[src/rtl/wdt_pkg.sv]
package wdt_pkg;

    typedef enum logic [1:0] {
        UNIT_1S    = 2'b00,
        UNIT_100MS = 2'b01,
        UNIT_10MS  = 2'b10,
        UNIT_1MS   = 2'b11
    } unit_e;

    localparam logic ADDR_COUNT = 1'b0;
    localparam logic ADDR_CTRL  = 1'b1;

    localparam int BIT_EXPIRED = 7;
    localparam int BIT_ENABLE  = 6;

    typedef struct packed {
        logic [7:0] count;
        logic       expired;
        logic       enable;
        unit_e      tick_unit;
        unit_e      pulse_unit;
    } wdt_regs_t;

    // Clock cycles in one time unit for a clock of hz hertz.
    function automatic int unsigned unit_cycles(input int unsigned hz, input unit_e u);
        case (u)
            UNIT_1S:    return hz;
            UNIT_100MS: return hz / 10;
            UNIT_10MS:  return hz / 100;
            default:    return hz / 1000;
        endcase
    endfunction

endpackage

[src/rtl/wdt_prescaler.sv]
module wdt_prescaler
    import wdt_pkg::*;
#(
    parameter int unsigned CLK_HZ = 100_000_000
) (
    input  logic  clk,
    input  logic  por_n,
    input  logic  restart,
    input  logic  run,
    input  unit_e unit,
    output logic  tick
);
    localparam int unsigned DIV_W = $clog2(CLK_HZ);

    logic [DIV_W-1:0] cnt_d, cnt_q;
    logic [DIV_W-1:0] lim;

    always_comb begin
        lim   = DIV_W'(unit_cycles(CLK_HZ, unit) - 1);
        // >= covers a unit change to a shorter period mid-count
        tick  = run && !restart && (cnt_q >= lim);
        cnt_d = cnt_q + 1'b1;
        if (restart || !run || tick) begin
            cnt_d = '0;
        end
    end

    always_ff @(posedge clk or negedge por_n) begin
        if (!por_n) begin
            cnt_q <= '0;
        end else begin
            cnt_q <= cnt_d;
        end
    end

endmodule

[src/rtl/wdt_pulse_gen.sv]
module wdt_pulse_gen
    import wdt_pkg::*;
#(
    parameter int unsigned CLK_HZ = 100_000_000
) (
    input  logic  clk,
    input  logic  por_n,
    input  logic  fire,
    input  unit_e unit,
    output logic  active
);
    localparam int unsigned DIV_W = $clog2(CLK_HZ);

    typedef struct packed {
        logic             active;
        logic [DIV_W-1:0] cnt;
        logic [DIV_W-1:0] lim;
    } pulse_t;

    pulse_t d, q;
    logic   last;

    always_comb begin
        d    = q;
        last = q.active && (q.cnt >= q.lim);
        if (q.active) begin
            if (last) begin
                d.active = 1'b0;
            end else begin
                d.cnt = q.cnt + 1'b1;
            end
        end
        // accepted only when idle or in the final cycle: no stretching
        if (fire && (!q.active || last)) begin
            d.active = 1'b1;
            d.cnt    = '0;
            d.lim    = DIV_W'(unit_cycles(CLK_HZ, unit) - 1);
        end
    end

    always_ff @(posedge clk or negedge por_n) begin
        if (!por_n) begin
            q <= '0;
        end else begin
            q <= d;
        end
    end

    assign active = q.active;

endmodule

[src/rtl/wdt_pulse_reset.sv]
module wdt_pulse_reset
    import wdt_pkg::*;
#(
    parameter int unsigned CLK_HZ = 100_000_000
) (
    input  logic       clk,
    input  logic       por_n,
    input  logic       reg_wr,
    input  logic       reg_addr,
    input  logic [7:0] reg_wdata,
    output logic [7:0] reg_rdata,
    output logic       rst_out_n
);
    wdt_regs_t r_d, r_q;

    logic       wr_count, wr_ctrl;
    logic       run, tick, timeout, pulse_active;
    logic [7:0] count_q;
    logic       expired_q, enable_q;
    logic       unused_wdata;

    assign unused_wdata = ^reg_wdata[5:4];

    assign wr_count  = reg_wr && (reg_addr == ADDR_COUNT);
    assign wr_ctrl   = reg_wr && (reg_addr == ADDR_CTRL);
    assign run       = r_q.enable && (r_q.count != 8'd0);
    assign timeout   = tick && (r_q.count == 8'd1);
    assign count_q   = r_q.count;
    assign expired_q = r_q.expired;
    assign enable_q  = r_q.enable;

    wdt_prescaler #(.CLK_HZ(CLK_HZ)) u_presc (
        .clk     (clk),
        .por_n   (por_n),
        .restart (wr_count),
        .run     (run),
        .unit    (r_q.tick_unit),
        .tick    (tick)
    );

    wdt_pulse_gen #(.CLK_HZ(CLK_HZ)) u_pulse (
        .clk    (clk),
        .por_n  (por_n),
        .fire   (timeout),
        .unit   (r_q.pulse_unit),
        .active (pulse_active)
    );

    always_comb begin
        r_d = r_q;
        if (tick) begin
            r_d.count = r_q.count - 8'd1;
        end
        if (wr_count) begin
            r_d.count = reg_wdata;
        end
        if (wr_ctrl) begin
            r_d.enable     = reg_wdata[BIT_ENABLE];
            r_d.tick_unit  = unit_e'(reg_wdata[3:2]);
            r_d.pulse_unit = unit_e'(reg_wdata[1:0]);
            if (!reg_wdata[BIT_EXPIRED]) begin
                r_d.expired = 1'b0;
            end
        end
        // a fresh expiry wins over a same-cycle clear
        if (timeout) begin
            r_d.expired = 1'b1;
        end
    end

    always_ff @(posedge clk or negedge por_n) begin
        if (!por_n) begin
            r_q <= '0;
        end else begin
            r_q <= r_d;
        end
    end

    always_comb begin
        if (reg_addr == ADDR_COUNT) begin
            reg_rdata = r_q.count;
        end else begin
            reg_rdata = {r_q.expired, r_q.enable, 2'b00, r_q.tick_unit, r_q.pulse_unit};
        end
    end

    assign rst_out_n = !pulse_active;

endmodule

[config.mk]
export PLATFORM = sky130hd
export DESIGN_NAME = wdt_pulse_reset
export DESIGN_NICKNAME = d
export VERILOG_FILES = /design/src/rtl/wdt_pkg.sv /design/src/rtl/wdt_prescaler.sv /design/src/rtl/wdt_pulse_gen.sv /design/src/rtl/wdt_pulse_reset.sv
export SDC_FILE = /design/constraint.sdc
export NUM_CORES = 1
export LEC_CHECK = 0
export ABC_AREA = 1
export ABC_CLOCK_PERIOD_IN_PS = 2800
export BUFFER_PORTS_ARGS = -buffer_cell sky130_fd_sc_hd__buf_4
export CAP_MARGIN = 20
export CORE_MARGIN = 4
export CORE_UTILIZATION = 63
export CTS_CLUSTER_SIZE = 16
export DETAILED_ROUTE_END_ITERATION = 12
export PLACE_DENSITY = 0.87
export SLEW_MARGIN = 25
export SYNTH_ARGS = -nofsm -noshare
export SYNTH_HDL_FRONTEND = slang
export SYNTH_SLANG_ARGS = --single-unit
[constraint.sdc]
create_clock -name clk -period 2.8 [get_ports clk]
set_input_delay 0.56 -clock clk [delete_from_list [all_inputs] [get_ports clk]]
set_output_delay 0.56 -clock clk [all_outputs]
set_load 0.02 [all_outputs]
After elaboration in Yosys (flattened, before gate mapping)
Index checks and enable logic that the tools add are counted.

Bits in registers: 96. Input port bits: 12. Output and inout bits: 9. Word-level logic and storage cells: 60.

$add $sub $neg: 5. Order comparisons: 2. Eq/ne operators: 7. Muxes and demuxes: 14. Bitwise operators: 1. Reductions and logical operators: 22.

Operators with widths (number): 27-bit case mux with 3 select lines (2); 27-bit two-way mux (3); 55-bit two-way mux (1); 27-bit by 1-bit adder with 27-bit output, second input constant (2); 27-bit >= comparator (2); 27-bit by 1-bit subtractor with 27-bit output, second input constant (2); 28-bit two-way mux (1); 8-bit two-way mux (3); 8-bit by 1-bit == test with 1-bit output, second input constant (1); 1-bit logical AND (8); 8-bit nonzero test (1); 8-bit by 1-bit subtractor with 8-bit output, second input constant (1); 6-bit two-way mux (1); 2-bit nonzero test (3); 2-bit by 1-bit == test with 1-bit output, second input constant (2); 2-bit == test, second input constant (2); 2-bit zero test (2); 2-bit AND reduction (2); 1-bit zero test (3); 1-bit logical OR (3); 1-bit two-way mux (3); 2-bit by 1-bit != test with 1-bit output, second input constant (1); 2-bit != test, second input constant (1); 1-bit NOT (1).

Logic depth before layout (Yosys ltp)
Depth in word-level cells: 10. Mapped depth: 18. Mapped depth without buffers: 18.

Hierarchy
A second synthesis with hierarchy kept.

Cell total of the unflattened synthesis: 872. Area, all modules: 6563.8 um2.

By module, submodules not included: wdt_pulse_gen (instances 1, cells each 447, area an instance 3370.7 um2, seq. area each 1126.1 um2); wdt_prescaler (instances 1, cells each 309, area an instance 2309.7 um2, seq. area each 675.6 um2); wdt_pulse_reset (instances 1, cells each 116, area an instance 883.3 um2, seq. area each 350.3 um2).

Worst setup path before layout
No wires, ideal clock.

Path kind: register to register. From: reg r_q[3] (netlist bit). To: reg u_pulse.q[10] (netlist bit). Setup time: 0.119 ns. Data arrival time: 2.209 ns. Required time: 2.681 ns. Slack: 0.472 ns. Cell stages (with the launch flop): 17. Buffers on the path: 1. Clock period less this slack: 2.328 ns. Path through: dfrtp_1 inv_1 ha_1 nor2_1 ha_1 nand2_1 nor2_1 nand4_1 nor2_1 nand2_1 nand3_2 nand2_2 nor2_4 nand2_4 buf_6 nand2_1 o21ai_2.

Longest elaborated chain between the ends: 7. Elaborated cells on any way between the ends: 9. Those cells by class: add/sub: 1; order compare: 1; eq/ne: 2; mux: 1; reduce/logical: 4.

RTL lines: start: declaration (RTL line wdt_pulse_reset.sv:14) `wdt_regs_t r_d, r_q;`; start signal: assignment (RTL line wdt_pulse_reset.sv:75) `r_q <= r_d;`; 2-bit == test, or another cell as far along (RTL line wdt_pkg.sv:26) `case (u)`; 27-bit case mux with 3 select lines (*) (RTL line wdt_pkg.sv:26); 27-bit by 1-bit subtractor with 27-bit output (*) (RTL line wdt_prescaler.sv:19) `lim = DIV_W'(unit_cycles(CLK_HZ, unit) - 1);`; 27-bit >= comparator (*) (RTL line wdt_prescaler.sv:21) `tick = run && !restart && (cnt_q >= lim);`; 1-bit logical AND (*) (RTL line wdt_prescaler.sv:21); 1-bit logical AND (*) (RTL line wdt_pulse_reset.sv:27) `assign timeout = tick && (r_q.count == 8'd1);`; 1-bit logical AND (*) (RTL line wdt_pulse_gen.sv:34) `if (fire && (!q.active || last)) begin`; end signal: assignment (RTL line wdt_pulse_gen.sv:43) `q <= '0;`; end signal: assignment (RTL line wdt_pulse_gen.sv:45) `q <= d;`; end: declaration (RTL line wdt_pulse_gen.sv:20) `pulse_t d, q;`.

Every way passes the cells marked *; elsewhere a longest branch is shown, timed or not. A chain may end at the register's enable or synchronous reset.

Final worst setup path
From: reg r_q[3] (netlist bit). To: reg u_pulse.q[7] (netlist bit).

Same word-level chain as after synthesis.

==> results.md <==
- Worst Clk Skew: 0.01128 ns
- Slew Viols, Final: 0
- Antenna cells: 0
- Netlist Area Pre-Place: 6093 µm²
- First-pass GRT wire length: 24490 µm
- I/O pin count: 21
- Flop2flop setup slack: 0.17 ns
- Total CTS buffers: 9
- Number of fill cells: 680
- Syn Area/Cell: 7.513 µm²
- DRT Pass-1 Iters: 5
- Routed wire length: 14250 µm
- CP max stage delay: 0.40 ns
- Achievable Freq: 380.8 MHz
- Final worst path period share: 93.78%
- Root buf cell: clkbuf_8
- Cts repair resizes: 0
- Clock slew at reported path FFs: 0.10 ns
- Clock buffer depth: 2
- HP Class: input port to asynchronous set/reset pin
- Total setup buffers inserted after CTS: 0
- Die H: 106.3 µm
- Power density over cell area: 418.3 nW/µm²
- Max-Cap Viols: 0
- Global route overflow: 0
- DIE AREA: 11310 µm²
- TritonCTS sink count: 86
- Post-DP HPWL: 10600 µm
- Final cell count without fillers: 974
- # H-tree levels: 3
- Critical path peak fanout: 19
- Fin nets: 919
- Starting Density: 65.33%
- Dpl cells: 958
- Leakage: 3.402 nW
- Worst EP arrival: 2.89 ns
- Worst r2r dst: u_pulse.q[7]$_DFFE_PN0N_
- Run status: completed
- Ys async rst share: 100.0%
- Fin area: 6669 µm²
- Largest net degree at the start of global routing: 46
- Setup TNS: 0 ns
- Core ar.: 9328 µm²
- Critical path startpoint category: register
- DRT antenna net count: 0
- Port Buf Inserts: 20
- DR vias/cell: 5.623
- Die W: 106.3 µm
- CP endpoint kind: register
- Main flop type after synthesis: dfrtp_1
- Yosys cell types: 43
- Seq cells post-synth: 86
- Layout cells sized above 1: 11.36%
- Placer Congestion: 0.9026
- Total Power: 2.790 mW
- Register area share after synthesis: 35.32%
- DR iter-0 viols: 335
- Post-DP Area: 6420 µm²
- CTS Hold Bufs: 0
- IR Drop Worst-Case VDD: 0.0003211 V
- Reg2Reg Depth: 16
- Slowest CP cell: dfrtp_1
- Vias post-DR: 5477
- Final hold vios: 0
- Gr usage total: 26.35%
- Syn Inst Count: 811
- Measured slew at the worst slew-check pin: 0.5932 ns
- Routed WL per cell: 14.63 µm
- # DRC: 0
- Number of global-route vias before repair: 5423
- Critical-path cell list: buf_4 > ha_1 > nor2_1 > ha_1 > nand2_1 > nor2_1 > nand4_1 > nor2_1 > nand2_1 > nand3_2 > nand2_2 > nor2_4 > nand2_8 > buf_12 > nand2_1 > o21ai_2
- Final setup vio count: 0
- WS Path Type: register to register
- Hold_ws: 0.2001 ns
- Clk_lat worst skew: 0.36 ns
- Row cnt: 35
- Initial antenna violation count: 0
- Slew HR: 60.45%
- WP data required: 3.06 ns
- CTS tree: done
- Final critical-path required period: 2.626 ns
- EDFF count, synth: 0
- Synth warn: 0
- Area growth from synthesis to layout: 9.446%
- Worst R2R Start: r_q[3]$_DFFE_PN0P_
Yosys cell counts, types with 5 or more instances:
cell     number  area, µm²
inv_1       117      439.2
nor2_2        5      31.28
a21oi_1      25      125.1
or2_2         5      31.28
ha_1         67      838.3
nor2_1       92      345.3
buf_2         5      25.02
dfrtp_1      86       2152
o21ai_1      10      50.05
xor2_1       19      166.4
nand2_2       5      31.28
nand3_1      46      230.2
nand4_1      17      106.4
nand2_1     196      735.7
o22ai_1      11      68.82
nor3_1       17      85.08
o21ai_2      10      87.58
o21ai_0      29      145.1
cell families (layout without fill, tap and decap cells):
family | Yosys count | in the layout | synth area share, %
AO/OA/AOI/OAI | 100 | 100 | 9.733
XOR/XNOR | 23 | 23 | 3.306
adder cells (fa/ha/maj) | 67 | 67 | 13.76
buffers and inverters | 133 | 166 | 8.788
flip-flops | 86 | 86 | 35.32
other | 1 | 2 | 0.06154
AND/OR/NAND/NOR | 401 | 401 | 29.04
layer usage:
metal	vias to the layer above	share of wire (%)	GRT usage, %
li1	2663	-	-
met1	2567	43	34.21
met2	215	49	45.07
met3	32	6.5	4.675
met4	0	2.0	7.678
met5	-	0	0
cell usage in the layout, fill, tap and decap left out, types with 2 or more instances in the layout:
| cell | Yosys | routed |
|---|---|---|
| a21oi_1 | 25 | 25 |
| buf_12 | 0 | 2 |
| xor2_1 | 19 | 19 |
| buf_4 | 1 | 27 |
| inv_2 | 4 | 7 |
| inv_1 | 117 | 114 |
| nand2_4 | 2 | 2 |
| nand2_2 | 5 | 4 |
| conb_1 | 1 | 2 |
| a21o_1 | 4 | 4 |
| nand4_1 | 17 | 17 |
| nand3_1 | 46 | 45 |
| nor3_2 | 3 | 3 |
| o211ai_1 | 2 | 2 |
| inv_6 | 0 | 3 |
| nor3_1 | 17 | 17 |
| ha_1 | 67 | 63 |
| nor2_2 | 5 | 5 |
| a31oi_1 | 2 | 2 |
| ha_4 | 0 | 3 |
| o21ai_0 | 29 | 29 |
| dfrtp_1 | 86 | 86 |
| nand2_1 | 196 | 196 |
| nor2_1 | 92 | 92 |
| o22ai_1 | 11 | 11 |
| nand3_2 | 3 | 4 |
| clkbuf_8 | 0 | 10 |
| nor2_4 | 3 | 3 |
| clkinvlp_4 | 0 | 2 |
| o21bai_1 | 2 | 2 |
| nor4_1 | 3 | 3 |
| or2_2 | 5 | 5 |
| o21ai_2 | 10 | 10 |
| xnor2_1 | 4 | 4 |
| o21ai_1 | 10 | 10 |
how the worst max path moves through the flow:
| stage | startpoint | endpoint | slack [ns] | cells past startpoint |
|---|---|---|---|---|
| floorplan | r_q[3]$_DFFE_PN0P_ | u_pulse.q[10]$_DFFE_PN0N_ | 0.47 | 16 |
| global placement | r_q[3]$_DFFE_PN0P_ | u_pulse.q[40]$_DFFE_PN0P_ | 0.33 | 14 |
| detailed placement | r_q[3]$_DFFE_PN0P_ | u_pulse.q[44]$_DFFE_PN0P_ | 0.15 | 14 |
| CTS | r_q[3]$_DFFE_PN0P_ | u_pulse.q[6]$_DFFE_PN0N_ | 0.13 | 16 |
| global route | r_q[3]$_DFFE_PN0P_ | count_q[1]$_DFFE_PN0P_ | -0.006 | 16 |
| finish | r_q[3]$_DFFE_PN0P_ | u_pulse.q[7]$_DFFE_PN0N_ | 0.17 | 16 |
critical path, delay by kind of cell (launching register included):
kind,cells,cell delay (ns)
fa+ha+maj,2,0.36
buf+inv,2,0.36
simple gates,11,1.32
compound gates,1,0.06
flops,1,0.40
per-stage QoR:
step | setup WS [ns] | util, %
after global routing | -0.006138 | 71.50
after detailed placement | 0.1454 | 68.83
after global placement | 0.3290 | 68.83
after CTS | 0.1344 | 70.87
final | 0.1741 | 71.50
after floorplan | 0.4720 | -
layout make-up:
class                   count  area (µm²)  area share, %
clock inverters             6       52.55         0.7880
repair buffers             29       242.7          3.640
multi-input cells         593        3468          52.01
well taps                 129       161.4          2.420
clock buffers              10       137.6          2.064
inverters                 121       454.2          6.811
flip-flops and latches     86        2152          32.27
power breakdown:
part           switching [mW]  internal [mW]  total, mW  leakage (nW)
Combinational           0.372          0.209      0.581          2.26
Sequential             0.0419           1.30       1.34          1.05
Clock                   0.509          0.363      0.872        0.0918
Total                   0.923           1.87       2.79          3.40
sequential cells by signal (all words and copies together), names as in the netlist:
register        cells
u_presc.cnt_q      27
r_q                 4
u_pulse.q          44
count_q             8
expired_q           1
enable_q            1
u_pulse.active      1
Power figures use the tool's default switching activity.
